[config.mk]
export PLATFORM = sky130hd
export DESIGN_NAME = fx2fl_conv
export DESIGN_NICKNAME = d
export VERILOG_FILES = /design/src/rtl/fx2fl_pkg.sv /design/src/rtl/fx2fl_sign_mag.sv /design/src/rtl/fx2fl_lead_one.sv /design/src/rtl/fx2fl_norm_pack.sv /design/src/rtl/fx2fl_conv.sv
export SDC_FILE = /design/constraint.sdc
export NUM_CORES = 1
export LEC_CHECK = 0
export ABC_AREA = 1
export BUFFER_PORTS_ARGS = -buffer_cell sky130_fd_sc_hd__buf_2
export CAP_MARGIN = 20
export CELL_PAD_IN_SITES_DETAIL_PLACEMENT = 1
export CELL_PAD_IN_SITES_GLOBAL_PLACEMENT = 2
export CORE_UTILIZATION = 24
export DETAILED_ROUTE_END_ITERATION = 16
export PLACE_DENSITY_LB_ADDON = 0.3
export SLEW_MARGIN = 20
export SYNTH_ARGS = -nofsm -noshare
export SYNTH_HDL_FRONTEND = slang
export SYNTH_HIERARCHICAL = 1
export SYNTH_SLANG_ARGS = --single-unit
[constraint.sdc]
create_clock -name vclk -period 3.55
set_clock_uncertainty 0.15 [all_clocks]
set_input_delay 0.355 -clock vclk [all_inputs]
set_output_delay 0.355 -clock vclk [all_outputs]
set_load 0.01 [all_outputs]
[src/rtl/fx2fl_pkg.sv]
package fx2fl_pkg;
  function automatic int bias_of(int exp_w);
    return (1 << (exp_w - 1)) - 1;
  endfunction
endpackage

[src/rtl/fx2fl_sign_mag.sv]
module fx2fl_sign_mag #(
  parameter int FIX_W = 32
) (
  input  logic [FIX_W-1:0] fix_i,
  output logic             neg_o,
  output logic [FIX_W-1:0] mag_o
);
  assign neg_o = fix_i[FIX_W-1];
  // the most negative value maps onto itself, which is correct read as unsigned
  assign mag_o = neg_o ? (~fix_i + FIX_W'(1)) : fix_i;

  always_comb begin
    a_r3_mag_nonzero: assert (fix_i == '0 || mag_o != '0);
    a_r6_top_only: assert (!(neg_o && fix_i[FIX_W-2:0] == '0) || mag_o == fix_i);
  end
endmodule

[src/rtl/fx2fl_lead_one.sv]
module fx2fl_lead_one #(
  parameter int W     = 32,
  parameter int POS_W = 5
) (
  input  logic [W-1:0]     vec_i,
  output logic [POS_W-1:0] pos_o,
  output logic             hit_o
);
  always_comb begin
    pos_o = '0;
    hit_o = 1'b0;
    for (int i = 0; i < W; i++) begin
      if (vec_i[i]) begin
        pos_o = POS_W'(i);
        hit_o = 1'b1;
      end
    end
  end

  always_comb begin
    a_r4_pos_is_set: assert (!hit_o || vec_i[pos_o]);
    a_r4_none_above: assert (!hit_o || (vec_i >> pos_o) == W'(1));
    a_r1_miss_on_zero: assert (hit_o || vec_i == '0);
  end
endmodule

[src/rtl/fx2fl_norm_pack.sv]
module fx2fl_norm_pack
  import fx2fl_pkg::*;
#(
  parameter int FIX_W  = 32,
  parameter int FRAC_W = 20,
  parameter int EXP_W  = 8,
  parameter int MAN_W  = 23,
  parameter int POS_W  = 5
) (
  input  logic [FIX_W-1:0] mag_i,
  input  logic [POS_W-1:0] pos_i,
  input  logic             hit_i,
  output logic [EXP_W-1:0] exp_o,
  output logic [MAN_W-1:0] man_o
);
  localparam int EXP_OFS = bias_of(EXP_W) - FRAC_W;

  logic [POS_W-1:0] shamt;
  logic [FIX_W-1:0] norm;
  logic [31:0]      exp_full;

  assign shamt    = POS_W'(FIX_W - 1) - pos_i;
  assign norm     = mag_i << shamt;
  assign exp_full = 32'(pos_i) + 32'(EXP_OFS);
  assign exp_o    = hit_i ? exp_full[EXP_W-1:0] : '0;

  generate
    if (FIX_W - 1 >= MAN_W) begin : g_trunc
      assign man_o = norm[FIX_W-2 -: MAN_W];
    end else begin : g_pad
      assign man_o = {norm[FIX_W-2:0], {(MAN_W - FIX_W + 1){1'b0}}};
    end
  endgenerate

  always_comb begin
    a_r5_top_aligned: assert (!hit_i || norm[FIX_W-1]);
    a_r7_not_special: assert (exp_o != '1);
    a_r1_zero_fields: assert (hit_i || (exp_o == '0 && man_o == '0));
  end
endmodule

[src/rtl/fx2fl_conv.sv]
module fx2fl_conv #(
  parameter int FIX_W  = 32,
  parameter int FRAC_W = 20,
  parameter int EXP_W  = 8,
  parameter int MAN_W  = 23,
  localparam int FLT_W = 1 + EXP_W + MAN_W
) (
  input  logic [FIX_W-1:0] fix_i,
  output logic [FLT_W-1:0] flt_o
);
  localparam int POS_W = (FIX_W > 2) ? $clog2(FIX_W) : 1;

  logic             neg;
  logic [FIX_W-1:0] mag;
  logic [POS_W-1:0] pos;
  logic             hit;
  logic [EXP_W-1:0] exp_f;
  logic [MAN_W-1:0] man_f;

  fx2fl_sign_mag #(.FIX_W(FIX_W)) u_sign_mag (
    .fix_i(fix_i), .neg_o(neg), .mag_o(mag)
  );

  fx2fl_lead_one #(.W(FIX_W), .POS_W(POS_W)) u_lead_one (
    .vec_i(mag), .pos_o(pos), .hit_o(hit)
  );

  fx2fl_norm_pack #(
    .FIX_W(FIX_W), .FRAC_W(FRAC_W), .EXP_W(EXP_W), .MAN_W(MAN_W), .POS_W(POS_W)
  ) u_norm_pack (
    .mag_i(mag), .pos_i(pos), .hit_i(hit), .exp_o(exp_f), .man_o(man_f)
  );

  assign flt_o = {neg, exp_f, man_f};

  always_comb begin
    a_r1_pos_zero: assert (fix_i != '0 || flt_o == '0);
    a_r7_finite_out: assert (flt_o[FLT_W-2 -: EXP_W] != '1);
  end
endmodule

==> results.md, run 1 <==
- Initial core utilization: 0.250
- Lkg Pwr: 3.08 nW
- Die Wd: 118 um
- Most used cell, CP: nand2_1
- Avg Vias per Cell: between 5 and 6
- Power density cells: 214 nW/um2
- Number of clock buffers in the layout: 0
- Worst Hold Path EP: flt_o[31]
- Gpl congestion: ~0.87
- Slew @ Worst Pin: 763 ps
- Die Area: 13900 um2
- Pre-Repair DR Iteration Count: 4
- WL final: 17.2 mm
- Maxcap violations: 0
- Most common cell in the synthesized netlist: nand2_1
- Synth warnings: 6
- Seq/Total Area, Yosys: 0
- Overall power: 1.25 mW
- Worst min-delay path class: in -> out
- CP Class: in -> out
- Relative slew slack: 0.491
- Initial antenna violation count: 0
- Total count of hold-check failures in the final report: 0
- Layout cells sized above 1: 0.506
- First-pass GRT wire length: approximately 28 mm
- WP data arrival: 3590 ps
- Final worst-path cycle share: 1.15
- Slowest stage delay, CP: about 180 ps
- Layout area overhead: 81.8%
- Routed via count: 5216
- Die height: approximately 120 um
- Multi-input gate area: 3760 um2
- Area post-placement: ~4500 um2
- Post-Syn Area: 3220 um2
- Drt drc: 0
- Number of global-route vias before repair: between 5000 and 6000
- Synth Instances: 694
- Cell area after layout: a little under 6000 um2
- Crit-path leading delay family: simple AND/OR/NAND/NOR gates
- Violated checks: setup timing
- Fin Setup TNS: -13450 ps
- Final Non-Filler Cells: about 1000
- Number of nets with antenna violations after routing: 0
- Overflow after GRT: 0
- Top post-synthesis cells by area: nand2_1 (34%), nand3_1 (22%), nor2_1 (8.7%)
- # setup viols final: 31
- Largest area contributor in the netlist: nand2_1
- DRT iter0 DRCs: 217
- Reg area: 0 um2
- Placed insts: 1014
- Final Util: 0.455
- Slack of the critical path: -545 ps
- Final worst path period need: ~4100 ps
- Largest net degree at the start of global routing: 32
- Hpwl dp: 12.2 mm
- Outcome: finished, violations left
- Top-area cell type share of the netlist area: 0.344
- # fillers: 1736
- Count of pins over their slew limit: 0
- Synthesized Nets: 728
- Core area: between 10000 and 15000 um2
- Hold depth: 3
- Std cell rows: 41
- Max VDD drop: 66.9 uV
- Boundary Pins: 64
- Critical Path Start Type: primary input
- Wire length per cell: 16.6 um
- Data required time of the worst path: 3040 ps
- Seq Cell Count: 0
- CP max stage cell: buf_8
- Total track usage: 0.244
- Avg Cell Area, Syn: 4.64 um2
- Final net count: 903
- # diodes: 0
- CP max FO: 6
- Worst path bufs/invs: 6
- Netlist cell types: 31
- Top cells by count, synth: nand2_1 (295), nand3_1 (141), nor2_1 (75)
- Port Buf Inserts: 64
- Achievable Freq: ~240 MHz
- RSZ-0062 raised after global routing: true
- Worst hold path startpoint: fix_i[31]
- Critical Path Source: fix_i[6]
- Critical Path End Type: primary output
-- how the worst max path moves through the flow --
stage	to	slack, ps	cells after the start
floorplan	flt_o[27]	-20	45
global placement	flt_o[17]	-610	42
detailed placement	flt_o[19]	-680	40
CTS	flt_o[16]	-480	47
global route	flt_o[19]	-890	48
finish	flt_o[21]	-540	41
-- layer usage --
layer  track usage  up-vias  share of wire
met5             0        -              0
met4        0.0665        0          0.023
met3        0.0107       30          0.025
met2         0.463      124           0.53
met1         0.295     2511           0.42
li1              -     2551              -
-- power by group --
| part | internal (mW) | switching [mW] | total (mW) | leakage, nW |
|---|---|---|---|---|
| logic | 0.508 | 0.745 | 1.25 | 3.08 |
| registers | 0 | 0 | 0 | 0 |
| clock network | 0 | 0 | 0 | 0 |
| total | 0.508 | 0.745 | 1.25 | 3.08 |
-- cell type report --
| cell class | count | share of cell area |
|---|---|---|
| inverters | 66 | 0.0498 |
| multi-input cells | 596 | 0.642 |
| well taps | 172 | 0.0368 |
| repair buffers | 202 | 0.264 |
| repair inverters | 3 | 0.00812 |
-- cell families after synthesis --
logic type / synth area share
simple gates: 0.745
buf+inv: 0.160
compound gates: 0.0439
xor+xnor: 0.0435
fa+ha+maj: 0.00777
-- what timing repair did --
| action | 4_1_cts | 5_1_grt |
|---|---|---|
| buffers inserted | 13 | 4 |
| setup endpoints to repair | 31 | 31 |
| hold buffers | 0 | 0 |
| pin swaps | 70 | 28 |
| hold endpoints to repair | 0 | 0 |
| resized for setup | 205 | 51 |
| gates cloned | 8 | 0 |
-- through the flow --
stage	setup slack [ps]	hold slack, ps
after floorplan	-20.3	734
after global placement	-605	1000
after detailed placement	-680	1000
after CTS	-479	975
after global routing	-889	1000
final	-545	976
-- placed cells by master, fill, tap and decap left out, types with 4 or more instances in the layout --
cell / count
xnor2_2: 6
buf_8: 4
inv_1: 51
o21ai_1: 4
nand2_1: 226
xnor2_1: 4
xor2_1: 4
nand2_4: 17
nand3_2: 81
nor2_2: 17
buf_2: 56
nand4_1: 8
nand2_2: 56
nand3_4: 12
buf_4: 129
o21ai_0: 7
buf_6: 6
nor2_1: 58
nor2_4: 15
buf_12: 4
nand3_1: 55
o21ai_2: 4
inv_2: 8
(Power assumes the default switching activity.)
==> inputs of run 2 (changes only) <==
Settings changed: REMOVE_ABC_BUFFERS set to 1.
==> run 2 against run 1 <==
The run still ends with setup timing left. Final cell count barely moved. Non-clock buffer count rose by 2. Utilization fell by 0.35 points. Maximum frequency fell by 1.1%. Clock-buffer cell count did not move. Global-route usage fell by 2.5 points.
==> results.md, run 2 (synthesized netlist as in run 1, its figures left out) <==
- WP data arrival: about 3600 ps
- Layout area overhead: 80.4%
- Lkg Pwr: 3.09 nW
- Final worst path period need: 4140 ps
- Routed via count: slightly above 5000
- CP max stage cell: bufinv_8
- Data required time of the worst path: roughly 3000 ps
- Min Hold Slack: 1090 ps
- Largest net degree at the start of global routing: 33
- Max VDD drop: approximately 170 uV
- Maxcap violations: 0
- Leading cell type in the layout, fill and taps excluded: nand2_1
- RSZ-0062 raised after global routing: true
- Number of global-route vias before repair: ~5200
- Relative slew slack: 0.625
- Final net count: about 900
- Die height: 118 um
- Critical Path Start Type: primary input
- Most frequent cells in the layout: nand2_1 (223), buf_4 (123), nand3_2 (95)
- Number of nets with antenna violations after routing: 0
- Overflow after GRT: 0
- Placed insts: a little over 1000
- First-pass GRT wire length: 25.3 mm
- Achievable Freq: between 200 and 250 MHz
- CP Class: in -> out
- Slack of the critical path: -592 ps
- Final worst-path cycle share: 1.17
- Power density cells: ~210 nW/um2
- Placement Setup Slack: -824 ps
- Reg area: 0 um2
- Violated checks: setup timing
- WL final: 16.6 mm
- Std cell rows: 41
- # setup viols final: 31
- Layout cells sized above 1: 0.509
- Slew @ Worst Pin: around 560 ps
- Gpl congestion: 0.911
- Total count of hold-check failures in the final report: 0
- Hold_buf cts: 0
- Boundary Pins: 64
- Initial antenna violation count: 0
- Hpwl dp: approximately 12 mm
- DRT iter0 DRCs: 242
- Total track usage: 0.219
- CP max FO: 8
- Die Area: 13900 um2
- Slowest stage delay, CP: around 200 ps
- Critical Path End Type: primary output
- Initial core utilization: 0.250
- Die Wd: approximately 120 um
- Wire length per cell: 16.0 um
- Count of pins over their slew limit: 0
- Most used cell, CP: nand2_1
- Drt drc: 0
- Core area: 12900 um2
- # diodes: 0
- Final Non-Filler Cells: 1038
- Outcome: finished, violations left
- Seq Cell Count: 0
- Worst min-delay path class: in -> out
- Pre-Repair DR Iteration Count: 4
- Port Buf Inserts: 64
- Number of clock buffers in the layout: 0
- Avg Vias per Cell: between 4 and 5
## run 2: cell count changes in the layout (fill, tap and decap cells not counted), sizes merged
cell / change
buf: +1
clkbuf: +2
bufbuf: -1
nand2: -1
clkinv: -2
## run 2: area by class of cell
cell class,instances,area (um2)
Fill cell,1778,7070
Inverter,66,288
Multi-Input combinational cell,595,3650
Tap cell,172,215
Timing Repair Buffer,204,1640
Timing Repair inverter,1,16.3
## run 2: what timing repair did
item	in CTS	in global routing
gates resized for setup	138	115
pin swaps	39	38
buffers inserted	10	0
endpoints found under the setup margin	31	31
gates cloned	4	2
## run 2: stage by stage
step           instance area [um2]  utilization  total power [mW]  setup TNS [ps]
3_5_place_dp                  4540        0.352             0.908          -23050
2_1_floorplan                 2970            -             0.498          -33390
5_1_grt                       5810        0.451              1.33          -25890
6_report                      5810        0.451              1.23          -15280
4_1_cts                       5270        0.410              1.08          -14540
3_3_place_gp                  4540        0.352             0.893          -17880
## run 2: final timing paths
path	startpoint	endpoint	slack [ps]	cells after the start
worst max-delay path	fix_i[2]	flt_o[17]	-590	43
worst min-delay path	fix_i[31]	flt_o[31]	1090	3
## run 2: worst max-delay path: cells and delay by family
family                 cells  cell delay [ps]
XOR/XNOR                   1              130
buffers and inverters      6              820
AND/OR/NAND/NOR           36             2380
## run 2: where the power goes
group	internal, mW	switching (mW)	total [mW]
Sequential	0	0	0
Combinational	0.509	0.724	1.23
Clock	0	0	0
Total	0.509	0.724	1.23
## run 2: routing by layer
metal,vias to the layer above,global-route usage,part of all wire
met5,-,0,0
met4,0,0.0473,0.022
met3,31,0.00872,0.030
met2,104,0.410,0.51
met1,2416,0.274,0.44
li1,2548,-,-
==> inputs of run 3 (changes only) <==
Settings changed: PLACE_DENSITY_LB_ADDON 0.3 to 0.15.
==> run 3 against run 2 <==
The flow still finishes with violations (setup timing). Routed wire length decreased by 4.6%. Critical path type unchanged. Non-clock buffer count decreased by 7. Worst hold slack improved by 2.9 ps. Maximum frequency increased by 0.53%. Critical path depth increased by 5. Setup slack improved by 22 ps. Final cell count decreased by 0.67%. Sequential share of layout area unchanged. Sequential cell count unchanged. Via count decreased by 0.94%. Global-route usage increased by 0.53 points. Cell area decreased by 1.1%. Highest routed layer unchanged.
==> results.md, run 3 (synthesized netlist as in run 1, its figures left out) <==
- Final worst-path cycle share: 1.16
- Reg area: 0 um2
- Slowest stage delay, CP: between 150 and 200 ps
- Maxcap violations: 0
- Layout area overhead: 78.5%
- Number of global-route vias before repair: around 5500
- CP max FO: 8
- Layout cells sized above 1: 0.494
- Most frequent cells in the layout: nand2_1 (229), buf_4 (120), nand3_2 (88)
- Pre-Repair DR Iteration Count: 4
- Share of power burned in registers: 0
- Final Non-Filler Cells: 1031
- Data required time of the worst path: 3040 ps
- Total track usage: 0.224
- Min Hold Slack: 1100 ps
- Total count of hold-check failures in the final report: 0
- Core area: 12900 um2
- Worst min-delay path class: in -> out
- Max VDD drop: 138 uV
- Sw Pwr: 0.713 mW
- Fin Setup TNS: -13920 ps
- DRT iter0 DRCs: 153
- Switching Share: 0.590
- Lkg Pwr: 3.07 nW
- Boundary Pins: 64
- Count of pins over their slew limit: 0
- WL final: around 16 mm
- Slack of the critical path: -570 ps
- Leading cell type in the layout, fill and taps excluded: nand2_1
- Die Wd: 118 um
- Hold depth: 3
- Largest net degree at the start of global routing: 34
- Most used cell, CP: nand2_1
- Std cell rows: 41
- Power Internal: 0.495 mW
- Seq Cell Count: 0
- Power density cells: 210 nW/um2
- Area post-placement: 4450 um2
- Relative slew slack: 0.551
- Final worst path period need: 4120 ps
- CP Class: in -> out
- Die height: between 100 and 150 um
- Wire length per cell: 15.4 um
- Power share of the clock group: 0
- Critical Path End Type: primary output
- Placed insts: between 1000 and 1500
- Slew @ Worst Pin: 673 ps
- Initial antenna violation count: 0
- RSZ-0062 raised after global routing: true
- Placement Setup Slack: -775 ps
- Routed via count: 5051
- Final Util: 0.447
- # setup viols final: 31
- # diodes: 0
- Critical Path Start Type: primary input
- Port Buf Inserts: 64
- Hpwl dp: 11.9 mm
- WP data arrival: 3610 ps
- Multi-input gate area: 3720 um2
- Drt drc: 0
- Number of nets with antenna violations after routing: 0
- Combinational Power Share: 1.000
- Die Area: ~14000 um2
- Final net count: 895
- CP max stage cell: ha_4
- Violated checks: setup timing
- Outcome: finished, violations left
- First-pass GRT wire length: 26.3 mm
- Gpl congestion: 0.876
- Initial core utilization: 0.250
- Number of clock buffers in the layout: 0
- Achievable Freq: around 240 MHz
- # fillers: ~1700
- Overall power: 1.21 mW
- Overflow after GRT: 0
- Avg Vias per Cell: 4.90
- Cell area after layout: 5750 um2
==> run 3: cell count changes in the layout (fill, tap and decap cells not counted), moves of 3 or more <==
cell and delta:
buf_4 -3, nand2_1 +6, nand2_2 -12, nand2_4 +5, nand3_1 +3, nand3_2 -7, nand3_4 +4
==> run 3: path summary, 6_finish.rpt <==
kind,end,startpoint,slack [ps]
worst max-delay path,flt_o[19],fix_i[1],-570
worst min-delay path,flt_o[31],fix_i[31],1100
==> run 3: area by class of cell <==
class	instances	area share
Tap cell	172	0.0374
Timing Repair inverter	1	0.00283
Timing Repair Buffer	197	0.265
Multi-Input combinational cell	595	0.647
Inverter	66	0.0481
==> run 3: what timing repair did <==
action | in CTS | in global routing
endpoints found under the hold margin | 0 | 0
buffers inserted | 13 | 3
gates cloned | 4 | 0
setup endpoints to repair | 31 | 31
gates resized for setup | 201 | 56
hold buffers | 0 | 0
pin swaps | 78 | 21
==> run 3: layer usage <==
layer  global-route usage  vias to the layer above  share of wire  routed length [um]
met5                    0                        -              0                   0
met1                0.284                     2414           0.45                7140
met3              0.00533                       22          0.028                 438
li1                     -                     2530              -                   -
met2                0.428                       85           0.51                8000
met4               0.0288                        0          0.016                 258
==> run 3: critical path: cells and delay by family <==
family	cells	cell delay, ps
simple gates	38	2250
buf+inv	8	680
fa+ha+maj	1	170
xor+xnor	1	120
==> run 3: power by group through the flow <==
stage	combinational, mW	clock (mW)	sequential (mW)
after floorplan	0.498	0	0
after global placement	0.870	0	0
after detailed placement	0.887	0	0
after CTS	1.13	0	0
after global routing	1.31	0	0
final	1.21	0	0
